**config.mk**
```make
export PLATFORM = sky130hd
export DESIGN_NAME = jtag_isc_ctrl
export DESIGN_NICKNAME = d
export VERILOG_FILES = /design/src/rtl/jtag_isc_pkg.sv /design/src/rtl/jtag_isc_decode.sv /design/src/rtl/jtag_isc_shreg.sv /design/src/rtl/jtag_isc_ctrl.sv
export SDC_FILE = /design/constraint.sdc
export NUM_CORES = 1
export LEC_CHECK = 0
export BUFFER_PORTS_ARGS = -buffer_cell sky130_fd_sc_hd__buf_4
export CAP_MARGIN = 20
export CORE_MARGIN = 3
export CORE_UTILIZATION = 44
export CTS_BUF_LIST = sky130_fd_sc_hd__clkbuf_2
export DETAILED_ROUTE_END_ITERATION = 6
export GPL_TIMING_DRIVEN = 0
export SYNTH_ARGS = -nofsm -noshare
export SYNTH_HDL_FRONTEND = slang
export SYNTH_HIERARCHICAL = 1
export SYNTH_SLANG_ARGS = --single-unit
```
**constraint.sdc**
```tcl
create_clock -name tck -period 2.9 [get_ports tck]
set_input_delay 0.58 -clock tck [delete_from_list [all_inputs] [get_ports tck]]
set_output_delay 0.58 -clock tck [all_outputs]
set_load 0.01 [all_outputs]
```
**src/rtl/jtag_isc_pkg.sv**
```systemverilog
package jtag_isc_pkg;

    // Data register currently placed between TDI and TDO
    typedef enum logic [2:0] {
        DR_BYP   = 3'd0,
        DR_ID    = 3'd1,
        DR_UREAD = 3'd2,
        DR_UPROG = 3'd3,
        DR_PROG  = 3'd4,
        DR_READ  = 3'd5
    } dr_sel_e;

    localparam logic [10:0] MFR_CODE = 11'b00000011101;
    localparam logic [5:0]  FAM_CODE = 6'b001000;

    // Fixed identifier: version | part | family | manufacturer | 1
    function automatic logic [31:0] make_idcode(input logic [3:0] ver,
                                                input logic [9:0] part);
        return {ver, part, FAM_CODE, MFR_CODE, 1'b1};
    endfunction

endpackage

```
**src/rtl/jtag_isc_decode.sv**
```systemverilog
module jtag_isc_decode
    import jtag_isc_pkg::*;
#(
    parameter int          IR_W     = 8,
    parameter logic [IR_W-1:0] C_IDCODE = 8'h01,
    parameter logic [IR_W-1:0] C_UREAD  = 8'h02,
    parameter logic [IR_W-1:0] C_NOOP   = 8'h12,
    parameter logic [IR_W-1:0] C_PROG   = 8'h11,
    parameter logic [IR_W-1:0] C_UPROG  = 8'h14,
    parameter logic [IR_W-1:0] C_READ   = 8'h15
) (
    input  logic [IR_W-1:0] code,
    input  logic            sess_open,
    output dr_sel_e         sel
);

    always_comb begin
        sel = DR_BYP;
        if (code == C_IDCODE) begin
            sel = DR_ID;
        end else if (code == C_UREAD) begin
            sel = DR_UREAD;
        end else if (code == C_UPROG) begin
            sel = DR_UPROG;
        end else if (code == C_PROG) begin
            sel = sess_open ? DR_PROG : DR_BYP;
        end else if (code == C_READ) begin
            sel = sess_open ? DR_READ : DR_BYP;
        end else if (code == C_NOOP) begin
            sel = DR_BYP;   // one bypass-style stage, session or not
        end
    end

endmodule

```
**src/rtl/jtag_isc_shreg.sv**
```systemverilog
module jtag_isc_shreg #(
    parameter int W = 32
) (
    input  logic         clk,
    input  logic         rst_n,
    input  logic         cap,
    input  logic         shf,
    input  logic [W-1:0] cap_val,
    input  logic         sin,
    output logic [W-1:0] q
);

    logic [W-1:0] sr_d, sr_q;

    generate
        if (W == 1) begin : g_single
            always_comb begin
                sr_d = sr_q;
                if (cap)      sr_d = cap_val;
                else if (shf) sr_d = sin;
            end
        end else begin : g_multi
            always_comb begin
                sr_d = sr_q;
                if (cap)      sr_d = cap_val;
                else if (shf) sr_d = {sin, sr_q[W-1:1]};
            end
        end
    endgenerate

    always_ff @(posedge clk or negedge rst_n) begin
        if (!rst_n) sr_q <= '0;
        else        sr_q <= sr_d;
    end

    assign q = sr_q;

endmodule

```
**src/rtl/jtag_isc_ctrl.sv**
```systemverilog
module jtag_isc_ctrl
    import jtag_isc_pkg::*;
#(
    parameter int              IR_W     = 8,
    parameter logic [9:0]      PART     = 10'b0011100000,
    parameter logic [3:0]      VERSION  = 4'b0000,
    parameter logic [31:0]     USER_RST = 32'h0000_0000,
    parameter logic [IR_W-1:0] C_IDCODE = 8'h01,
    parameter logic [IR_W-1:0] C_UREAD  = 8'h02,
    parameter logic [IR_W-1:0] C_EN     = 8'h10,
    parameter logic [IR_W-1:0] C_PROG   = 8'h11,
    parameter logic [IR_W-1:0] C_NOOP   = 8'h12,
    parameter logic [IR_W-1:0] C_DIS    = 8'h13,
    parameter logic [IR_W-1:0] C_UPROG  = 8'h14,
    parameter logic [IR_W-1:0] C_READ   = 8'h15,
    parameter logic [IR_W-1:0] C_BYPASS = 8'hFF
) (
    input  logic            tck,
    input  logic            trst_n,
    input  logic [IR_W-1:0] ir_code,
    input  logic            ir_update,
    input  logic            dr_capture,
    input  logic            dr_shift,
    input  logic            dr_update,
    input  logic            tdi,
    input  logic            cfg_init,
    input  logic            cfg_done,
    input  logic            cfg_rd_bit,
    output logic            tdo,
    output logic            cfg_wr_en,
    output logic            cfg_wr_dat,
    output logic            cfg_rd_en,
    output logic            isc_active
);

    localparam int          ID_W       = 32;
    localparam logic [ID_W-1:0] IDCODE_VAL = make_idcode(VERSION, PART);

    typedef struct packed {
        logic [IR_W-1:0] instr;
        logic            sess;
        logic [ID_W-1:0] user;
    } st_t;

    st_t        st_d, st_q;
    dr_sel_e    sel;
    logic       long_sel;
    logic [ID_W-1:0] long_cap, long_q;
    logic       short_cap, short_sin, rd_src;
    logic [0:0] short_q;
    logic       tdo_d, tdo_q;
    logic [IR_W-1:0] instr_q;
    logic [ID_W-1:0] user_id_q;

    // The bypass code needs no match: every unlisted code falls to bypass
    logic unused_bypass;
    assign unused_bypass = ^C_BYPASS;

    jtag_isc_decode #(
        .IR_W(IR_W), .C_IDCODE(C_IDCODE), .C_UREAD(C_UREAD), .C_NOOP(C_NOOP),
        .C_PROG(C_PROG), .C_UPROG(C_UPROG), .C_READ(C_READ)
    ) u_dec (
        .code     (st_q.instr),
        .sess_open(st_q.sess),
        .sel      (sel)
    );

    always_comb begin
        long_sel  = (sel == DR_ID) || (sel == DR_UREAD) || (sel == DR_UPROG);
        long_cap  = (sel == DR_ID) ? IDCODE_VAL : st_q.user;
        rd_src    = cfg_done & cfg_rd_bit;
        short_sin = (sel == DR_READ) ? rd_src : tdi;
        case (sel)
            DR_PROG: short_cap = cfg_init;
            DR_READ: short_cap = rd_src;
            default: short_cap = 1'b0;
        endcase
    end

    jtag_isc_shreg #(.W(ID_W)) u_long (
        .clk    (tck),
        .rst_n  (trst_n),
        .cap    (dr_capture & long_sel),
        .shf    (dr_shift & long_sel),
        .cap_val(long_cap),
        .sin    (tdi),
        .q      (long_q)
    );

    jtag_isc_shreg #(.W(1)) u_short (
        .clk    (tck),
        .rst_n  (trst_n),
        .cap    (dr_capture & ~long_sel),
        .shf    (dr_shift & ~long_sel),
        .cap_val(short_cap),
        .sin    (short_sin),
        .q      (short_q)
    );

    // Next-state logic for instruction, session and user ID
    always_comb begin
        st_d = st_q;
        if (ir_update) begin
            st_d.instr = ir_code;
            if (ir_code == C_EN)       st_d.sess = 1'b1;
            else if (ir_code == C_DIS) st_d.sess = 1'b0;
        end
        if (dr_update && (sel == DR_UPROG)) begin
            st_d.user = long_q;
        end
    end

    always_ff @(posedge tck or negedge trst_n) begin
        if (!trst_n) st_q <= '{instr: C_IDCODE, sess: 1'b0, user: USER_RST};
        else         st_q <= st_d;
    end

    // TDO re-timed on the falling edge
    always_comb begin
        tdo_d = tdo_q;
        if (dr_shift) tdo_d = long_sel ? long_q[0] : short_q[0];
    end

    always_ff @(negedge tck or negedge trst_n) begin
        if (!trst_n) tdo_q <= 1'b0;
        else         tdo_q <= tdo_d;
    end

    assign tdo        = tdo_q;
    assign cfg_wr_en  = (sel == DR_PROG) & dr_shift & cfg_init;
    assign cfg_wr_dat = tdi;
    assign cfg_rd_en  = (sel == DR_READ) & (dr_capture | dr_shift) & cfg_done;
    assign isc_active = st_q.sess;
    assign instr_q    = st_q.instr;
    assign user_id_q  = st_q.user;

endmodule

```
After elaboration in Yosys (flattened, before gate mapping)
Index checks and enable logic that the tools add are counted.
{ "totals": {"output_inout_bits": 5, "word_cells": 53, "register_bits": 75, "inputBits": 18} }
{ "classes": {"mux": 17, "bitwise_logic": 11, "n_reduce_logical": 7, "eq_ne": 12} }
{ "op_table": {"columns": ["operator", "n"], "rows": [
  ["two-way mux 32 bit", 3],
  ["== test 8 x 5 -> 1 bit (second input constant)", 5],
  ["two-way mux 3 bit", 7],
  ["bitwise AND 1 bit", 9],
  ["== test 8 x 1 -> 1 bit (second input constant)", 1],
  ["== test 8 x 2 -> 1 bit (second input constant)", 1],
  ["== test 3 x 2 -> 1 bit (second input constant)", 2],
  ["== test 3 bit (second input constant)", 2],
  ["two-way mux 1 bit", 6],
  ["nonzero test 2 bit", 3],
  ["== test 3 x 1 -> 1 bit (second input constant)", 1],
  ["logical OR 1 bit", 2],
  ["one-hot mux 1 bit (2 select lines)", 1],
  ["AND reduction 2 bit", 1],
  ["logical AND 1 bit", 1],
  ["NOT 1 bit", 1],
  ["bitwise OR 1 bit", 1]
]} }

Longest topological paths before layout
Gate-level depths: netlist (run 1).
{ "depth": {"ltp_word": 13, "mapped_depth": 10, "depth_no_buf": 8} }

Hierarchy
The synthesis (run 1) kept the hierarchy.
{ "by_module_without_submodules": {"columns": ["module", "instances", "cells_each", "seq_area_each_um2", "area_each_um2"], "rows": [
  ["jtag_isc_ctrl", 1, 152, 1052.3, 1928.1],
  ["jtag_isc_shreg (u_long)", 1, 139, 800.8, 1515.2],
  ["jtag_isc_decode", 1, 10, 0.0, 65.1],
  ["jtag_isc_shreg (u_short)", 1, 4, 25.0, 43.8]
]} }

==> key figures, run 1 <==
Logic synthesis
  • Synth Cell Area: 0.00355 mm2
  • Sequential element share of the synthesized area: 0.529
  • Top cell type's share of synthesized area: 0.514
  • Yosys warns: 6
  • Number of synthesized register bits: 75
  • Syn Nets: 323
  • Cell taking the most area after synthesis: dfrtp_1
  • Synth Area per Inst: 11.6 um2
  • Cells after Synth: 305
  • Unique masters post-synth: 34
  • Largest cells by area after synthesis: dfrtp_1 51%, mux2i_1 9.9%, mux2_1 9.5%, o21ai_1 4.1%, nor2b_1 4.1%

STA
  • Final count of pins violating max slew: 0
  • Final Hold Vio Count: 0
  • Setup Viol. Count Final: 2
  • Relative slew slack: 0.381
  • RSZ-0062 raised after global routing: yes
  • Measured slew at the worst slew-check pin: 928 ps
  • Final WS setup: -381 ps
  • Setup TNS: -488 ps
  • Clock Skew: 68.1 ps

Critical path
  • CP max stage delay: 600 ps
  • WS Path Type: reg -> reg
  • CP startpoint kind: flip-flop
  • Largest delay contributor family on the critical path: simple AND/OR/NAND/NOR gates
  • Worst setup EP type: flip-flop
  • CP arrival: 2110 ps
  • Crit path buf inv count: 0
  • Critical Path Fanout Max: 3
  • Crit-path cells: or4_4 -> nor3_4 -> o21bai_4 -> mux2i_1 -> a21oi_1
  • CP required: 1730 ps
  • Critical path's slowest cell: or4_4

Drt
  • Vias per std cell: 5.14
  • DR iter-0 viols: 60
  • Post-route antenna net violation count: 0
  • DRC: 0
  • WL/cell: 14.9 um
  • Via count: 2308
  • Pre-antenna DRT Iters: 4
  • Routed Wire Length: 6690 um

Pwr
  • Comb pwr share: 0.067
  • Share of power burned in registers: 0.625
  • Internal Power: 0.00132 W
  • Clock Power Share: 0.308
  • NetSw: 0.000438 W
  • Leak Pwr: 1.97 nW
  • Switching share of power: 0.250
  • P per Cell Area: 432 mW/mm2
  • Max IR drop VDD: 0.000235 V

Floorplanning
  • Die ar.: 0.00919 mm2
  • Io pins: 23
  • Starting Density: 0.457
  • Die X: 95.9 um
  • Core ar.: 0.00777 mm2
  • Row cnt: 32
  • Height of the chip: 95.9 um

Run
  • Max Cap Viol: 0

Finish
  • Finished Layout Cells: 449
  • Commonest cells after routing, fill and taps aside: 73 x dfrtp_1, 35 x nand2_1, 35 x mux2i_1
  • Commonest non-fill, non-tap cell in the layout: dfrtp_1
  • Layout Nets: 361
  • Area of the multi-input gates: 0.00158 mm2
  • Ant diodes: 0
  • Layout cells sized above 1: 0.259
  • Fill cells: 727
  • FF/Latch Area: 0.00188 mm2
  • Fin util: 0.523
  • P&R area growth vs syn: 14.3%

Clock tree
  • CTS tree: done
  • Clock slew seen by the registers of the worst setup and hold paths: 200 ps
  • TritonCTS Sinks: 75
  • Clock latency on the worst-skew pair: 480 ps
  • H-tree depth: 3
  • CTS Buf Count: 9
  • Clk buf depth: 2
  • Root buffer cell: clkbuf_2

GRT
  • Tot GR Track Use: 0.161
  • First-pass GRT wire length: 11400 um
  • Initial antenna violation count: 0
  • Vias in the first global route: 2387
  • Largest net degree at the start of global routing: 76
  • Total gr overflow: 0

Place
  • # port buffers: 21
  • Placed Cells: 428
  • DPL Wire Length: 4290 um
  • Pre-CTS WS: -414 ps
  • Placer Congestion: 0.755

Status
  • Outcome: complete, but fails checks
  • Failing checks: negative setup slack

Min path
  • Hold Crit Class: in -> async
cells by family (layout without fill, tap and decap cells):
logic type / count (synthesis) / after routing / synth area share
compound gates: 41 / 41 / 0.0631
buf+inv: 21 / 63 / 0.0437
flops: 75 / 75 / 0.529
mux: 75 / 75 / 0.225
simple gates: 93 / 93 / 0.139
final timing paths:
check                                         startpoint                  endpoint  slack [ps]  depth (start not counted)
worst max-delay path              instr_q[3]$_DFFE_PN0P_           tdo$_DFFE_NN0P_        -380                          5
worst min-delay path                              trst_n  user_id_q[6]$_DFFE_PN0P_         190                          1
worst max register to register    instr_q[3]$_DFFE_PN0P_           tdo$_DFFE_NN0P_        -380                          5
worst min register to register  user_id_q[8]$_DFFE_PN0P_  user_id_q[8]$_DFFE_PN0P_         510                          1
max in group asynchronous                         trst_n           tdo$_DFFE_NN0P_         680                          1
min in group tck                              ir_code[0]    isc_active$_DFFE_PN0P_         250                          2
timing repair:
action / in CTS / in global routing
hold buffers: 0 / 0
resized for setup: 3 / 3
setup endpoints to repair: 3 / 4
pin swaps: 5 / 6
buffers inserted: 4 / 3
registers in the layout (all words and copies together) (netlist names):
| signal | flops |
|---|---|
| user_id_q | 32 |
| isc_active | 1 |
| u_long/q | 32 |
| u_short/q | 1 |
| tdo | 1 |
| instr_q | 8 |
metrics by stage:
| step | power [W] | hold WS [ps] | area [um2] |
|---|---|---|---|
| after floorplan | 0.00117 | 284 | 3600 |
| final | 0.00175 | 194 | 4060 |
| after CTS | 0.00178 | 182 | 4030 |
| after global placement | 0.00123 | 466 | 3880 |
| after detailed placement | 0.00123 | 473 | 3880 |
| after global routing | 0.00184 | 182 | 4060 |
cell type report:
class                           instances  share of cell area
Inverter                                2             0.00185
Buffer                                 19              0.0364
Multi-Input combinational cell        209               0.390
Timing Repair Buffer                   27              0.0527
Clock buffer                            9              0.0111
Clock inverter                          6              0.0142
Tap cell                              102              0.0314
Sequential cell                        75               0.462
per-layer routing:
layer,part of all wire,global-route usage,vias to the layer above,wire length [um]
met5,0,0,-,0
met4,0.0099,0.0391,0,66
met3,0.024,0.0469,6,163
met2,0.48,0.260,21,3220
met1,0.48,0.215,1163,3240
li1,-,-,1118,-
power by group through the flow:
stage          combinational [W]  clock [W]  sequential, W
2_1_floorplan          0.0000605          0        0.00111
3_3_place_gp            0.000114          0        0.00111
3_5_place_dp            0.000116          0        0.00111
4_1_cts                 0.000119   0.000566        0.00110
5_1_grt                 0.000133   0.000611        0.00110
6_report                0.000118   0.000540        0.00110
cells in the mapped netlist, drive strengths merged:
library cell	count
or2	9
inv	2
a21oi	2
o21bai	1
or4	1
nor2b	23
nor3	5
nand2	35
o21ai	35
mux2	40
nor3b	1
and2	3
dfstp	1
nand4b	1
dfrtn	1
a22oi	1
or3	1
dfrtp	73
nand3b	1
mux2i	35
buf	18
o31ai	1
nand4bb	1
a2bb2oi	1
nor2	7
nand2b	3
clkbuf	1
nand3	2
Note: power is estimated with default switching activity, not from simulation.
==> inputs of run 2 (changes only) <==
--- a/config.mk
+++ b/config.mk
@@ -6,12 +6,12 @@
 export NUM_CORES = 1
 export LEC_CHECK = 0
 export BUFFER_PORTS_ARGS = -buffer_cell sky130_fd_sc_hd__buf_4
-export CAP_MARGIN = 20
 export CORE_MARGIN = 3
 export CORE_UTILIZATION = 44
 export CTS_BUF_LIST = sky130_fd_sc_hd__clkbuf_2
 export DETAILED_ROUTE_END_ITERATION = 6
 export GPL_TIMING_DRIVEN = 0
+export REMOVE_ABC_BUFFERS = 1
 export SYNTH_ARGS = -nofsm -noshare
 export SYNTH_HDL_FRONTEND = slang
 export SYNTH_HIERARCHICAL = 1
==> run 2 against run 1 <==
The flow still finishes with violations (negative setup slack). Setup slack worse by 12 ps. Die area unchanged. Critical path depth unchanged. Core utilization down 0.93 points. Final cell count down 3.8%. Non-clock buffer count down 17. Sequential cell count unchanged. Hold slack worse by 31 ps. Critical path type unchanged. Critical endpoint unchanged.
==> key figures, run 2 (synthesized netlist as in run 1, its figures left out) <==
Critical path
  • CP max stage delay: 600 ps (about the same)
  • Crit Reg-Reg Startpoint: instr_q[7]$_DFFE_PN0P_
  • Critical Path Source: instr_q[7]$_DFFE_PN0P_
  • WS Path Type: reg -> reg
  • Worst setup EP type: flip-flop
  • Reg2reg end: tdo$_DFFE_NN0P_
  • Crit path buf inv count: 0 (unchanged)
  • Largest delay contributor family on the critical path: simple AND/OR/NAND/NOR gates
  • Crit-path cells: or4_4 -> nor3_4 -> o21bai_4 -> mux2i_2 -> a21oi_1
  • Worst Setup EP: tdo$_DFFE_NN0P_
  • Critical Path Fanout Max: 3 (unchanged)
  • Critical path's slowest cell: or4_4
  • R2R Setup Slk: -390 ps (about the same)
  • Crit path depth: 5 (unchanged)
  • CP arrival: 2120 ps (about the same)
  • CP required: 1730 ps (about the same)
  • CP startpoint kind: flip-flop
  • R2R depth: 5 (unchanged)

Drt
  • Vias per std cell: 5.08 (-1.1%)
  • Routed Wire Length: 6100 um (-8.8%)
  • DR iter-0 viols: 84 (+40%)
  • WL/cell: 14.1 um (-5.2%)
  • Post-route antenna net violation count: 0 (unchanged)
  • Via count: 2196 (-4.9%)
  • Pre-antenna DRT Iters: 4 (unchanged)
  • DRC: 0 (unchanged)

Finish
  • Fin util: 0.514 (-0.00934)
  • Commonest cells after routing, fill and taps aside: 73 x dfrtp_1, 35 x nand2_1, 34 x mux2i_1
  • Ant diodes: 0 (unchanged)
  • Fill cells: 715 (-1.7%)
  • Commonest non-fill, non-tap cell in the layout: dfrtp_1
  • Finished Layout Cells: 432 (-3.8%)
  • Layout Nets: 344 (-4.7%)
  • P&R area growth vs syn: 12.3%
  • Layout cells sized above 1: 0.236 (-0.0230)

Pwr
  • Max IR drop VDD: 0.000172 V (-27%)
  • P per Cell Area: 438 mW/mm2 (+1.4%)
  • Leak Pwr: 1.92 nW (-2.7%)

Clock tree
  • TritonCTS Sinks: 75 (unchanged)
  • Clock latency on the worst-skew pair: 490 ps (about the same)
  • H-tree depth: 3 (unchanged)
  • Root buffer cell: clkbuf_2
  • Clk buf depth: 2 (unchanged)
  • CTS tree: done
  • Clock slew seen by the registers of the worst setup and hold paths: 210 ps (about the same)
  • Hold Buf Count CTS: 0 (unchanged)
  • CTS Buf Count: 9 (unchanged)

Floorplanning
  • Core ar.: 0.00777 mm2 (unchanged)
  • Die X: 95.9 um (unchanged)
  • Starting Density: 0.457 (unchanged)
  • Height of the chip: 95.9 um (unchanged)
  • Row cnt: 32 (unchanged)
  • Die ar.: 0.00919 mm2 (unchanged)
  • Io pins: 23 (unchanged)

STA
  • Fin Hold WS: 163 ps (-30.9 ps)
  • Setup TNS: -503 ps (-14.9 ps)
  • Final Hold Vio Count: 0 (unchanged)
  • Measured slew at the worst slew-check pin: 922 ps (-6.31 ps)
  • Final count of pins violating max slew: 0 (unchanged)
  • Relative slew slack: 0.385 (+0.00420)
  • Setup Viol. Count Final: 2 (unchanged)
  • Clock Skew: 68.7 ps (+0.564 ps)
  • Final WS setup: -394 ps (-12.4 ps)
  • RSZ-0062 raised after global routing: yes

Place
  • DPL Wire Length: 3650 um (-15%)
  • Placed Cells: 413 (-3.5%)
  • # port buffers: 22 (+4.8%)
  • Placer Congestion: 0.663 (-12%)
  • Pre-CTS WS: -927 ps (-513 ps)

Status
  • Outcome: complete, but fails checks
  • Failing checks: negative setup slack

Run
  • Max Cap Viol: 0 (unchanged)

GRT
  • First-pass GRT wire length: 10100 um (-11%)
  • Initial antenna violation count: 0 (unchanged)
  • Tot GR Track Use: 0.144 (-0.0178)
  • Vias in the first global route: 2140 (-10%)
  • Largest net degree at the start of global routing: 76 (unchanged)
  • Total gr overflow: 0 (unchanged)

Min path
  • Hold Crit Class: in -> async
run 2: worst min path at each step:
stage,startpoint,to,slack (ps),cells after the start
6_report,trst_n,user_id_q[26]$_DFFE_PN0P_,160,1
5_1_grt,ir_code[0],isc_active$_DFFE_PN0P_,180,2
4_1_cts,trst_n,u_long/q[27]$_DFFE_PN0P_,180,1
3_5_place_dp,user_id_q[2]$_DFFE_PN0P_,user_id_q[2]$_DFFE_PN0P_,470,1
3_3_place_gp,user_id_q[24]$_DFFE_PN0P_,user_id_q[24]$_DFFE_PN0P_,470,1
2_1_floorplan,trst_n,instr_q[1]$_DFFE_PN0P_,280,0
run 2: layout make-up:
class,instances,area [um2],share of cell area
Tap cell,102,128,0.0320
Multi-Input combinational cell,209,1600,0.402
Inverter,2,7.51,0.00188
Clock inverter,6,57.6,0.0144
Timing Repair Buffer,29,269,0.0674
Sequential cell,75,1880,0.471
Clock buffer,9,45.0,0.0113
run 2: metal layers:
| layer | GRT usage | up-vias | wire (um) |
|---|---|---|---|
| li1 | - | 1086 | - |
| met1 | 0.188 | 1078 | 2920 |
| met2 | 0.227 | 22 | 2900 |
| met3 | 0.0281 | 10 | 155 |
| met4 | 0.0711 | 0 | 126 |
| met5 | 0 | - | 0 |
run 2: worst reg2reg max path, stage by stage (launching register included):
cell and delay, ps:
dfrtp_1 410, or4_4 600, nor3_4 160, o21bai_4 160, mux2i_2 240, a21oi_1 90
run 2: where the power goes:
group	internal, W	switching, W
Sequential	0.00107	0.0000218
Combinational	0.0000533	0.0000618
Clock	0.000188	0.000347
run 2: repair_timing:
action                                  in CTS  in global routing
pin swaps                                    6                  2
gates resized for setup                      9                  6
endpoints found under the setup margin      63                  4
buffers inserted                             3                  1
run 2: metrics by stage:
stage               instance area [um2]  total power, W
floorplan                          3400         0.00116
global placement                   3700         0.00122
detailed placement                 3770         0.00122
CTS                                3950         0.00177
global route                       3990         0.00184
finish                             3990         0.00175
